### config.mk
export PLATFORM = sky130hd
export DESIGN_NAME = pwm_gen
export DESIGN_NICKNAME = d
export VERILOG_FILES = /design/src/rtl/pwm_pkg.sv /design/src/rtl/pwm_regs.sv /design/src/rtl/pwm_prescaler.sv /design/src/rtl/pwm_core.sv /design/src/rtl/pwm_gen.sv
export SDC_FILE = /design/constraint.sdc
export NUM_CORES = 1
export LEC_CHECK = 0
export ABC_CLOCK_PERIOD_IN_PS = 6680
export BUFFER_PORTS_ARGS = -buffer_cell sky130_fd_sc_hd__buf_4
export CAP_MARGIN = 20
export CORE_AREA = 2 2 82 84
export DETAILED_ROUTE_END_ITERATION = 8
export DIE_AREA = 0 0 84 86
export HOLD_SLACK_MARGIN = 0.06
export PLACE_DENSITY = 0.71
export RECOVER_POWER = 100
export SLEW_MARGIN = 5
export SYNTH_ARGS = -nofsm -noshare
export SYNTH_HDL_FRONTEND = slang
export SYNTH_SLANG_ARGS = --single-unit
### constraint.sdc
create_clock -name clk_i -period 6.68 [get_ports clk_i]
set_clock_uncertainty 0.05 [all_clocks]
set_input_delay 0 -clock clk_i [delete_from_list [all_inputs] [get_ports clk_i]]
set_output_delay 0 -clock clk_i [all_outputs]
set_load 0.01 [all_outputs]
### src/rtl/pwm_pkg.sv
package pwm_pkg;
  typedef enum logic [1:0] {
    SEL_PRESCALE = 2'd0,
    SEL_PERIOD   = 2'd1,
    SEL_DUTY     = 2'd2,
    SEL_NONE     = 2'd3
  } reg_sel_e;
endpackage

### src/rtl/pwm_regs.sv
module pwm_regs #(
  parameter int PRE_W   = 6,
  parameter int PER_W   = 10,
  parameter int PER_RST = 4,
  parameter int WR_W    = 16
) (
  input  logic             clk_i,
  input  logic             rst_ni,
  input  logic             wr_en_i,
  input  logic [1:0]       wr_sel_i,
  input  logic [WR_W-1:0]  wr_data_i,
  output logic [PRE_W-1:0] prescale_o,
  output logic [PER_W-1:0] period_o,
  output logic [PER_W-1:0] duty_o,
  output logic             full_o
);
  import pwm_pkg::*;

  reg_sel_e sel;
  assign sel = reg_sel_e'(wr_sel_i);

  always_ff @(posedge clk_i or negedge rst_ni) begin
    if (!rst_ni) begin
      prescale_o <= '0;
      period_o   <= PER_W'(PER_RST);
      duty_o     <= '0;
      full_o     <= 1'b0;
    end else if (wr_en_i) begin
      case (sel)
        SEL_PRESCALE: prescale_o <= wr_data_i[PRE_W-1:0];
        SEL_PERIOD:   period_o   <= wr_data_i[PER_W-1:0];
        SEL_DUTY: begin
          duty_o <= wr_data_i[PER_W-1:0];
          full_o <= wr_data_i[PER_W];
        end
        default: ;
      endcase
    end
  end
endmodule

### src/rtl/pwm_prescaler.sv
module pwm_prescaler #(
  parameter int PRE_W = 6
) (
  input  logic             clk_i,
  input  logic             rst_ni,
  input  logic [PRE_W-1:0] prescale_i,
  output logic             tick_o
);
  logic [PRE_W-1:0] cnt_q;

  // >= so a lowered prescale wraps at once instead of rolling over
  assign tick_o = (cnt_q >= prescale_i);

  always_ff @(posedge clk_i or negedge rst_ni) begin
    if (!rst_ni)     cnt_q <= '0;
    else if (tick_o) cnt_q <= '0;
    else             cnt_q <= cnt_q + PRE_W'(1);
  end
endmodule

### src/rtl/pwm_core.sv
module pwm_core #(
  parameter int PER_W   = 10,
  parameter int PER_RST = 4
) (
  input  logic             clk_i,
  input  logic             rst_ni,
  input  logic             tick_i,
  input  logic [PER_W-1:0] period_i,
  input  logic [PER_W-1:0] duty_i,
  input  logic             full_i,
  output logic [PER_W-1:0] cnt_o,
  output logic [PER_W-1:0] per_s_o,
  output logic [PER_W-1:0] duty_s_o,
  output logic             full_s_o,
  output logic             pwm_o
);
  logic [PER_W-1:0] cnt_q, cnt_d;
  logic [PER_W-1:0] per_q, per_d;
  logic [PER_W-1:0] duty_q, duty_d;
  logic             full_q, full_d;
  logic             cyc_end;
  logic             lvl_d;

  assign cyc_end = tick_i && (cnt_q >= per_q);

  always_comb begin
    cnt_d  = cnt_q;
    per_d  = per_q;
    duty_d = duty_q;
    full_d = full_q;
    if (cyc_end) begin
      cnt_d  = '0;
      per_d  = period_i;
      duty_d = duty_i;
      full_d = full_i;
    end else if (tick_i) begin
      cnt_d  = cnt_q + PER_W'(1);
    end
  end

  // output level from next state so pwm_o lines up with cnt_q
  always_comb begin
    if (full_d)             lvl_d = 1'b1;
    else if (per_d == '0)   lvl_d = (duty_d != '0);
    else                    lvl_d = (cnt_d < duty_d);
  end

  always_ff @(posedge clk_i or negedge rst_ni) begin
    if (!rst_ni) begin
      cnt_q  <= '0;
      per_q  <= PER_W'(PER_RST);
      duty_q <= '0;
      full_q <= 1'b0;
      pwm_o  <= 1'b0;
    end else begin
      cnt_q  <= cnt_d;
      per_q  <= per_d;
      duty_q <= duty_d;
      full_q <= full_d;
      pwm_o  <= lvl_d;
    end
  end

  assign cnt_o    = cnt_q;
  assign per_s_o  = per_q;
  assign duty_s_o = duty_q;
  assign full_s_o = full_q;
endmodule

### src/rtl/pwm_gen.sv
module pwm_gen #(
  parameter int PRE_W   = 6,
  parameter int PER_W   = 10,
  parameter int PER_RST = 4,
  parameter int WR_W    = 16
) (
  input  logic            clk_i,
  input  logic            rst_ni,
  input  logic            wr_en_i,
  input  logic [1:0]      wr_sel_i,
  input  logic [WR_W-1:0] wr_data_i,
  output logic            pwm_o
);
  logic [PRE_W-1:0] prescale;
  logic [PER_W-1:0] period, duty;
  logic             full;
  logic             tick;
  logic [PER_W-1:0] cnt, per_s, duty_s;
  logic             full_s;

  pwm_regs #(
    .PRE_W(PRE_W), .PER_W(PER_W), .PER_RST(PER_RST), .WR_W(WR_W)
  ) u_regs (
    .clk_i      (clk_i),
    .rst_ni     (rst_ni),
    .wr_en_i    (wr_en_i),
    .wr_sel_i   (wr_sel_i),
    .wr_data_i  (wr_data_i),
    .prescale_o (prescale),
    .period_o   (period),
    .duty_o     (duty),
    .full_o     (full)
  );

  pwm_prescaler #(.PRE_W(PRE_W)) u_pre (
    .clk_i      (clk_i),
    .rst_ni     (rst_ni),
    .prescale_i (prescale),
    .tick_o     (tick)
  );

  pwm_core #(.PER_W(PER_W), .PER_RST(PER_RST)) u_core (
    .clk_i    (clk_i),
    .rst_ni   (rst_ni),
    .tick_i   (tick),
    .period_i (period),
    .duty_i   (duty),
    .full_i   (full),
    .cnt_o    (cnt),
    .per_s_o  (per_s),
    .duty_s_o (duty_s),
    .full_s_o (full_s),
    .pwm_o    (pwm_o)
  );
endmodule

==> impl_metrics.tcl, run 1 <==
set metrics [dict create \
    path_clk_slew_ps 60 \
    cp-end-kind "flop" \
    dpl.hpwl_mm 4.987 \
    max_stage_delay_ps 730 \
    mostFrequentLayoutCells "dfrtp_1 (63), ha_1 (27), nand2_1 (26), mux2_2 (26), o21ai_0 (25)" \
    met2_usage 0.3236 \
    nFillCells 522 \
    drcViolationCount 0 \
    htreeDepth 3 \
    syn_area_mm2 0.003352 \
    worst_setup_path_start_kind "flop" \
    timing.final.crit_share 0.6842 \
    synth-seq-cells 65 \
    vias_per_cell 5.716 \
    cp_max_fo 16 \
    critical_path_arrival_ps 4740 \
    vias 2412 \
    slew_headroom -1.220 \
    drive_above_1_share 0.2000 \
    leakage_nw 1.725 \
    clockBufferDepth 2 \
    grt_pass1_wl_mm 11.44 \
    ios 22 \
    yosysSeqAreaShare 0.4860 \
    wl_per_cell_um 16.44 \
    holdWs_ps 117.8 \
    p_per_area_mw_per_mm2 364.3 \
    cts_tree "done" \
    fp.dieH_um 86 \
    synth.distinct_cells 45 \
    cts_buffers 9 \
    sw_frac_of_total 0.3586 \
    hold_class "in -> reg" \
    synth_edf_count 0 \
    met1_usage 0.2918 \
    yosys_warnings 0 \
    grt_max_degree 66 \
    internal-power_mw 0.8857 \
    drt_wl_total_mm 6.938 \
    crit_type "reg -> reg" \
    syn-num-nets 356 \
    area_growth_pct 13.10 \
    antenna_found_initial 0 \
    cp.required_ps 6850 \
    final_max_slew_viol_count 66 \
    grt_overflow 0 \
    coreArea_mm2 0.006277 \
    die_w_um 84 \
    status "complete, but fails checks" \
    syn_inst 308 \
    rsz0062_at_grt "no" \
    cpMaxStageDelayCell "o21a_1" \
    synth_ff_type "dfrtp_1" \
    first_global_vias 2329 \
    io_buffers 16 \
    start_util 0.5340 \
    finalHoldViolCount 0 \
    path_cells "ha_1 > nand2_1 > o21ai_0 > a221o_1 > o21a_1 > mux2i_1 > ha_1 > a21oi_1 > o21ai_0 > a2111oi_0 > and2_0 > o2111ai_1 > o311ai_1" \
    cap_viol_max_count 1 \
    first_iter_violations 178 \
    grt_use_total 0.2090 \
    combPwrFrac 0.329 \
    ir_drop_uv 198.4 \
    tightest_slew_ps 3330 \
    top_usage_layer "met2" \
    cp_num_buf_inv 0 \
    root_buffer "clkbuf_8" \
    async_reset_ff_frac 1.000 \
    gp_congestion 0.8270 \
    switching_power_mw 0.4952 \
    p_seq_frac 0.429 \
    rows 29 \
    violations "max-capacitance violations, max-slew violations" \
    synthesis.area_per_instance_um2 10.88 \
    post_cts_resized 0 \
    post-cts-setup-buffers 0 \
    max_freq_mhz 218.8 \
    first_pass_iters 4 \
    setup_viol 0 \
    critPathTopFamily "compound AO/OA/AOI/OAI gates" \
    dieArea_mm2 0.007224 \
    num_antenna_cells 0 \
    met3_usage 0.03657 \
    fin_nets 389 \
    power.share.clock 0.242 \
    final_common_cell "dfrtp_1" \
    insertion_delay_ps 350 \
    fin_crit_ps 4570 \
    finalSetupTns_ps 0 \
    ant_nets 0 \
    cts_num_sinks 65 \
]
==> metrics by stage <==
step	area (um^2)	power, mW	worst slack (ps)	std cells	util
floorplan	3352	0.9313	3282	308	-
global placement	3532	1.042	2205	395	0.5627
detailed placement	3532	1.066	2120	395	0.5627
CTS	3847	1.406	2096	422	0.6129
global route	3791	1.476	1847	422	0.6039
finish	3791	1.381	2110	422	0.6039
==> worst paths after layout <==
check / start / endpoint / slack (ps) / cells past startpoint
worst max register to register: u_pre.cnt_q[2] / u_core.pwm_o / 2110 / 13
worst max-delay path: u_pre.cnt_q[2] / u_core.pwm_o / 2110 / 13
min in group asynchronous: rst_ni / u_core.duty_s_o[8] / 1260 / 2
worst min register to register: u_pre.cnt_q[0] / u_pre.cnt_q[0] / 450 / 1
max in group asynchronous: rst_ni / u_core.cnt_o[7] / 3430 / 2
worst min-delay path: wr_sel_i[1] / u_regs.prescale_o[1] / 120 / 5
==> worst register-to-register path, cell delays in order, from the launching register on <==
cell and delay [ps]:
dfrtp_1 430, ha_1 310, nand2_1 50, o21ai_0 340, a221o_1 520, o21a_1 740, mux2i_1 420, ha_1 320
a21oi_1 150, o21ai_0 100, a2111oi_0 580, and2_0 200, o2111ai_1 110, o311ai_1 130
==> Yosys cell counts, types with 3 or more instances <==
master | count | area (um^2)
mux2_2 | 26 | 292.8
inv_2 | 9 | 33.78
nor2_1 | 19 | 71.32
nand3_1 | 9 | 45.04
nand2_1 | 26 | 97.59
dfrtp_1 | 63 | 1577
nor4_1 | 8 | 50.05
a21oi_1 | 4 | 20.02
clkbuf_1 | 6 | 22.52
mux2i_2 | 9 | 123.9
ha_1 | 27 | 337.8
inv_1 | 19 | 71.32
o21ai_0 | 25 | 125.1
xor2_1 | 3 | 26.28
nor3_1 | 6 | 30.03
xnor2_1 | 4 | 35.03
a211oi_1 | 3 | 22.52
nand4_1 | 6 | 37.54
==> power groups by stage <==
stage | Sequential [mW] | Clock [mW] | Combinational, mW
after CTS | 0.595 | 0.337 | 0.474
after floorplan | 0.574 | 0 | 0.357
after detailed placement | 0.602 | 0 | 0.464
final | 0.592 | 0.334 | 0.455
after global placement | 0.600 | 0 | 0.442
after global routing | 0.606 | 0.356 | 0.515
==> area by class of cell <==
| type | instances | area (um^2) | area share |
|---|---|---|---|
| timing repair buffer | 31 | 240.2 | 0.06337 |
| multi-input combinational | 206 | 1525 | 0.4023 |
| inverter | 28 | 105.1 | 0.02772 |
| sequential | 65 | 1629 | 0.4297 |
| clock inverter | 3 | 40.04 | 0.01056 |
| clock buffer | 12 | 155.1 | 0.04092 |
| tap | 77 | 96.34 | 0.02541 |
==> registers in the layout, summed over array words and instances, names as in the netlist <==
signal             count
u_pre.cnt_q            6
u_core.pwm_o           1
u_core.per_s_o        10
u_core.full_s_o        1
u_regs.full_o          1
u_core.duty_s_o       10
u_regs.period_o       10
u_regs.prescale_o      6
u_core.cnt_o          10
u_regs.duty_o         10
==> metal layers <==
| metal | part of all wire | up-vias |
|---|---|---|
| li1 | - | 1158 |
| met1 | 0.47 | 1187 |
| met2 | 0.47 | 49 |
| met3 | 0.038 | 18 |
| met4 | 0.026 | 0 |
| met5 | 0 | - |
==> logic make-up after synthesis <==
family,after synthesis,synth area share
xor+xnor,7,0.01829
simple gates,87,0.1265
mux,35,0.1243
compound gates,50,0.09519
flops,65,0.4860
buf+inv,37,0.04890
fa+ha+maj,27,0.1008
==> what timing repair did <==
action	4_1_cts	5_1_grt
hold endpoints to repair	90	0
setup endpoints to repair	0	0
hold buffers	12	0
(Power assumes the default switching activity.)
==> run 2: changes to the inputs <==
--- a/config.mk
+++ b/config.mk
@@ -5,7 +5,7 @@
 export SDC_FILE = /design/constraint.sdc
 export NUM_CORES = 1
 export LEC_CHECK = 0
-export ABC_CLOCK_PERIOD_IN_PS = 6680
+export ABC_CLOCK_PERIOD_IN_PS = 4600
 export BUFFER_PORTS_ARGS = -buffer_cell sky130_fd_sc_hd__buf_4
 export CAP_MARGIN = 20
 export CORE_AREA = 2 2 82 84
==> constraint.sdc (replaced) <==
create_clock -name clk_i -period 4.6 [get_ports clk_i]
set_clock_uncertainty 0.05 [all_clocks]
set_input_delay 0 -clock clk_i [delete_from_list [all_inputs] [get_ports clk_i]]
set_output_delay 0 -clock clk_i [all_outputs]
set_load 0.01 [all_outputs]
==> run 2 against run 1 <==
Against the previous run:
- the run still ends with max-capacitance violations, max-slew violations left
- global-route usage up 1.3 points
- final cell count rose by 2.1%
- non-clock buffer count increased by 8
- critical path type unchanged
- largest power group unchanged
==> impl_metrics.tcl, run 2 (same netlist as run 1, synthesis figures left out) <==
set metrics [dict create \
    gp_congestion 0.8106 \
    insertion_delay_ps 350 \
    htreeDepth 3 \
    num_antenna_cells 0 \
    grt_use_total 0.2218 \
    cts_tree "done" \
    r2r_cells 15 \
    io_buffers 16 \
    ant_nets 0 \
    path_clk_slew_ps 70 \
    tightest_slew_ps 3346 \
    vias_per_cell 5.531 \
    first_pass_iters 4 \
    worst_slack_ps 507.5 \
    grt_pass1_wl_mm 12.23 \
    drt_wl_total_mm 7.019 \
    status "complete, but fails checks" \
    hold_class "in -> reg" \
    root_buffer "clkbuf_8" \
    fin_crit_ps 4092 \
    first_global_vias 2545 \
    final_max_slew_viol_count 66 \
    cts_num_sinks 65 \
    max_freq_mhz 244.4 \
    cp.required_ps 4780 \
    fin_nets 397 \
    critical_path_arrival_ps 4280 \
    dieArea_mm2 0.007224 \
    cp_max_fo 15 \
    pre_cts_slack_ps 564.7 \
    die_w_um 84 \
    ir_drop_uv 380.2 \
    violations "max-capacitance violations, max-slew violations" \
    ios 22 \
    slew_headroom -1.231 \
    finalHoldViolCount 0 \
    rows 29 \
    timing.final.crit_share 0.8897 \
    cts_buffers 9 \
    cp-endpoint "u_core.pwm_o" \
    r2r_setup_slack_ps 510 \
    first_iter_violations 151 \
    leakage_nw 1.742 \
    grt_max_degree 66 \
    final_area_mm2 0.003861 \
    r2r_end "u_core.pwm_o" \
    p_per_area_mw_per_mm2 521.4 \
    startpoint "u_pre.cnt_q[0]" \
    fp.dieH_um 86 \
    antenna_found_initial 0 \
    rsz0062_at_grt "no" \
    mostFrequentLayoutCells "dfrtp_1 (63), ha_1 (27), nand2_1 (26), mux2_2 (26), o21ai_0 (25)" \
    clockBufferDepth 2 \
    setup_viol 0 \
    dpl.hpwl_mm 5.041 \
    r2r-start "u_pre.cnt_q[0]" \
    worst_setup_path_start_kind "flop" \
    area_growth_pct 15.19 \
    wl_per_cell_um 16.29 \
    finalSetupTns_ps 0 \
    postPlaceCellArea_mm2 0.003540 \
    final_common_cell "dfrtp_1" \
    drcViolationCount 0 \
    start_util 0.5340 \
    grt_overflow 0 \
    crit_type "reg -> reg" \
    vias 2384 \
    coreArea_mm2 0.006277 \
    cp-end-kind "flop" \
    drive_above_1_share 0.1864 \
    cap_viol_max_count 1 \
]
## run 2: changes by cell type in the layout (fill, tap and decap cells not counted)
cell and change:
clkbuf_1 +4, buf_4 -2, dlygate4sd3_1 +7, dfstp_2 -1
dfstp_1 +1
## run 2: critical path: stages (launching register included)
cell and delay [ps]:
dfrtp_1 400, inv_1 60, ha_1 270, nor2b_1 40
o21ai_0 340, a221o_1 520, o21a_1 190, buf_4 240
mux2i_1 310, ha_1 310, a21oi_1 150, o21ai_0 100
a2111oi_0 520, and2_0 200, o2111ai_1 130, o311ai_1 130
## run 2: worst min path at each step
| stage | to | slack [ps] | cells after the start | startpoint |
|---|---|---|---|---|
| CTS | u_regs.prescale_o[2] | 60 | 5 | wr_sel_i[0] |
| floorplan | u_core.cnt_o[0] | -350 | 0 | rst_ni |
| detailed placement | u_core.duty_s_o[8] | 90 | 1 | rst_ni |
| global placement | u_core.duty_s_o[8] | 90 | 1 | rst_ni |
| finish | u_regs.prescale_o[1] | 80 | 4 | wr_sel_i[1] |
| global route | u_regs.prescale_o[2] | 120 | 5 | wr_sel_i[1] |
## run 2: what timing repair did
item / CTS / global route
setup buffers: 0 / 0
resized for setup: 0 / 0
hold buffers: 19 / 0
hold endpoints to repair: 90 / 0
## run 2: area by class of cell
cell class,count,area [um^2]
Fill cell,519,2416
Sequential cell,65,1629
Multi-Input combinational cell,206,1525
Timing Repair Buffer,39,306.5
Clock buffer,13,158.9
Inverter,28,105.1
Tap cell,77,96.34
Clock inverter,3,40.04
## run 2: report_power, final
| group | internal (mW) | switching (mW) | total [mW] |
|---|---|---|---|
| logic | 0.283 | 0.380 | 0.663 |
| registers | 0.733 | 0.128 | 0.861 |
| clock network | 0.278 | 0.211 | 0.490 |
## run 2: stage by stage
stage / std cells / utilization / hold slack, ps / power, mW
floorplan: 308 / - / -345.6 / 1.352
global placement: 396 / 0.5639 / 94.16 / 1.515
detailed placement: 396 / 0.5639 / 93.29 / 1.549
CTS: 431 / 0.6259 / 63.96 / 2.060
global route: 431 / 0.6151 / 118.3 / 2.186
finish: 431 / 0.6151 / 84.66 / 2.013
## run 2: layer usage
metal / part of all wire / vias to the layer above / track usage
met4: 0.017 / 0 / 0.09677
met2: 0.47 / 40 / 0.3535
met3: 0.036 / 10 / 0.04812
li1: - / 1172 / -
met5: 0 / - / 0
met1: 0.48 / 1162 / 0.2956
==> run 3: changes to the inputs <==
--- a/config.mk
+++ b/config.mk
@@ -12,7 +12,7 @@
 export DETAILED_ROUTE_END_ITERATION = 8
 export DIE_AREA = 0 0 84 86
 export HOLD_SLACK_MARGIN = 0.06
-export PLACE_DENSITY = 0.71
+export PLACE_DENSITY = 0.83
 export RECOVER_POWER = 100
 export SLEW_MARGIN = 5
 export SYNTH_ARGS = -nofsm -noshare
==> run 3 against run 2 <==
Against the previous run:
- the flow still finishes with violations (max-capacitance violations, max-slew violations)
- first-iteration DRC count rose by 81%
- sequential power rose by 1%
- largest cell class unchanged
- total power rose by 4.3%
- critical path type unchanged
==> impl_metrics.tcl, run 3 (same netlist as run 1, synthesis figures left out) <==
set metrics [dict create \
    status "complete, but fails checks" \
    violations "max-capacitance violations, max-slew violations" \
    critPathTopFamily "compound AO/OA/AOI/OAI gates" \
    finalHoldViolCount 0 \
    power.total_mw 2.101 \
    post-route-util 0.6163 \
    timing.final.crit_share 0.9109 \
    max_stage_delay_ps 600 \
    grt_overflow 0 \
    r2r_setup_slack_ps 410 \
    pre_cts_slack_ps 567.1 \
    cp-endpoint "u_core.pwm_o" \
    gp_congestion 0.8217 \
    rsz0062_at_grt "no" \
    cp-end-kind "flop" \
    coreArea_mm2 0.006277 \
    first_pass_iters 4 \
    met1_usage 0.2812 \
    die_w_um 84 \
    critical_path_depth 14 \
    clockBufferDepth 2 \
    mostFrequentLayoutCells "dfrtp_1 (63), ha_1 (27), nand2_1 (26), mux2_2 (26), o21ai_0 (25)" \
    post_cts_resized 0 \
    ios 22 \
    drt_wl_total_mm 7.767 \
    start_util 0.5340 \
    wl_per_cell_um 18.10 \
    cp.required_ps 4770 \
    power.share.clock 0.256 \
    met3_usage 0.06256 \
    grt_max_degree 66 \
    worst_setup_path_start_kind "flop" \
    combPwrFrac 0.330 \
    cts_tree "done" \
    rows 29 \
    drive_above_1_share 0.1989 \
    cts_num_sinks 65 \
    leakage_nw 1.751 \
    first_global_vias 2748 \
    r2r_cells 14 \
    fin_nets 395 \
    hold_class "in -> reg" \
    num_antenna_cells 0 \
    critical_path_arrival_ps 4360 \
    ir_drop_uv 341.6 \
    area_growth_pct 15.42 \
    final_max_slew_viol_count 66 \
    dpl.hpwl_mm 5.252 \
    multi_input_area_mm2 0.001525 \
    vias 2538 \
    ant_nets 0 \
    slew_headroom -1.230 \
    cap_viol_max_count 1 \
    r2r_end "u_core.pwm_o" \
    root_buffer "clkbuf_8" \
    p_per_area_mw_per_mm2 542.9 \
    drcViolationCount 0 \
    path_cells "ha_1 > a21oi_2 > a211oi_1 > a2111o_1 > nor2_1 > nand2_1 > o41ai_1 > ha_1 > a211oi_1 > nor2_1 > a2111oi_0 > and2_0 > o2111ai_1 > o311ai_1" \
    startpoint "u_core.cnt_o[4]" \
    cp_max_fo 7 \
    top_usage_layer "met2" \
    antenna_found_initial 0 \
    internal-power_mw 1.332 \
    setup_viol 0 \
    cp_num_buf_inv 0 \
    r2r-start "u_core.cnt_o[4]" \
    max_freq_mhz 238.6 \
    vias_per_cell 5.916 \
    first_iter_violations 274 \
    cts_buffers 9 \
    sw_frac_of_total 0.3660 \
    final_common_cell "dfrtp_1" \
    nFillCells 489 \
    p_seq_frac 0.414 \
    fin_crit_ps 4190 \
    insertion_delay_ps 340 \
    worst_slack_ps 409.7 \
    dieArea_mm2 0.007224 \
    io_buffers 16 \
    crit_type "reg -> reg" \
    met2_usage 0.3920 \
    grt_pass1_wl_mm 13.04 \
    tightest_slew_ps 3345 \
    finalSetupTns_ps 0 \
    ff_latch_area_mm2 0.001629 \
    cpMaxStageDelayCell "o41ai_1" \
    htreeDepth 3 \
    switching_power_mw 0.7687 \
    fp.dieH_um 86 \
    path_clk_slew_ps 80 \
    grt_use_total 0.2356 \
]
run 3: changes by cell type in the layout (fill, tap and decap cells not counted):
cell | before | now
bufinv_16 | 1 | 2
clkbuf_1 | 11 | 8
dfstp_2 | 1 | 2
dlygate4sd3_1 | 19 | 17
buf_4 | 11 | 12
dfstp_1 | 1 | 0
clkbuf_4 | 0 | 1
clkbuf_8 | 11 | 9
inv_6 | 0 | 1
clkinv_2 | 2 | 1
clkinv_4 | 0 | 2
run 3: area by class of cell:
type / count / share of cell area
timing repair buffer: 37 / 0.07600
tap: 77 / 0.02490
inverter: 28 / 0.02717
multi-input combinational: 206 / 0.3942
sequential: 65 / 0.4211
clock inverter: 6 / 0.02361
clock buffer: 10 / 0.03299
run 3: worst min path at each step:
stage          cells after the start                    to        start
2_1_floorplan                      0       u_core.cnt_o[0]       rst_ni
3_3_place_gp                       1  u_regs.prescale_o[4]       rst_ni
3_5_place_dp                       1  u_regs.prescale_o[4]       rst_ni
4_1_cts                            4  u_regs.prescale_o[2]  wr_sel_i[1]
5_1_grt                            5  u_regs.prescale_o[3]  wr_sel_i[1]
6_report                           5  u_regs.prescale_o[1]  wr_sel_i[1]
run 3: power by group through the flow:
stage	logic, mW	registers (mW)	clock network (mW)
after floorplan	0.518	0.834	0
after global placement	0.636	0.868	0
after detailed placement	0.679	0.878	0
after CTS	0.709	0.874	0.540
after global routing	0.783	0.886	0.566
final	0.692	0.871	0.538
run 3: tightest hold or removal path, stage by stage:
cell      delay, ps
clkbuf_4        110
nor3b_1          40
buf_4           160
nand2_1          70
o21ai_0          70
run 3: routing by layer:
metal  routed length, um  share of wire  vias up
met5                   0              0        -
met4                 148          0.019        0
met3                 395          0.051       19
met2                4048           0.52       78
met1                3174           0.41     1265
li1                    -              -     1176
run 3: timing repair:
item	4_1_cts	5_1_grt
hold buffers	17	0
endpoints found under the hold margin	90	0
buffers inserted	0	0
run 3: metrics by stage:
step / hold slack (ps) / cell area [um^2] / std cells
2_1_floorplan: -345.6 / 3352 / 308
3_3_place_gp: 80.83 / 3540 / 396
3_5_place_dp: 90.49 / 3540 / 396
4_1_cts: 60.96 / 3929 / 429
5_1_grt: 116.5 / 3869 / 429
6_report: 107.1 / 3869 / 429
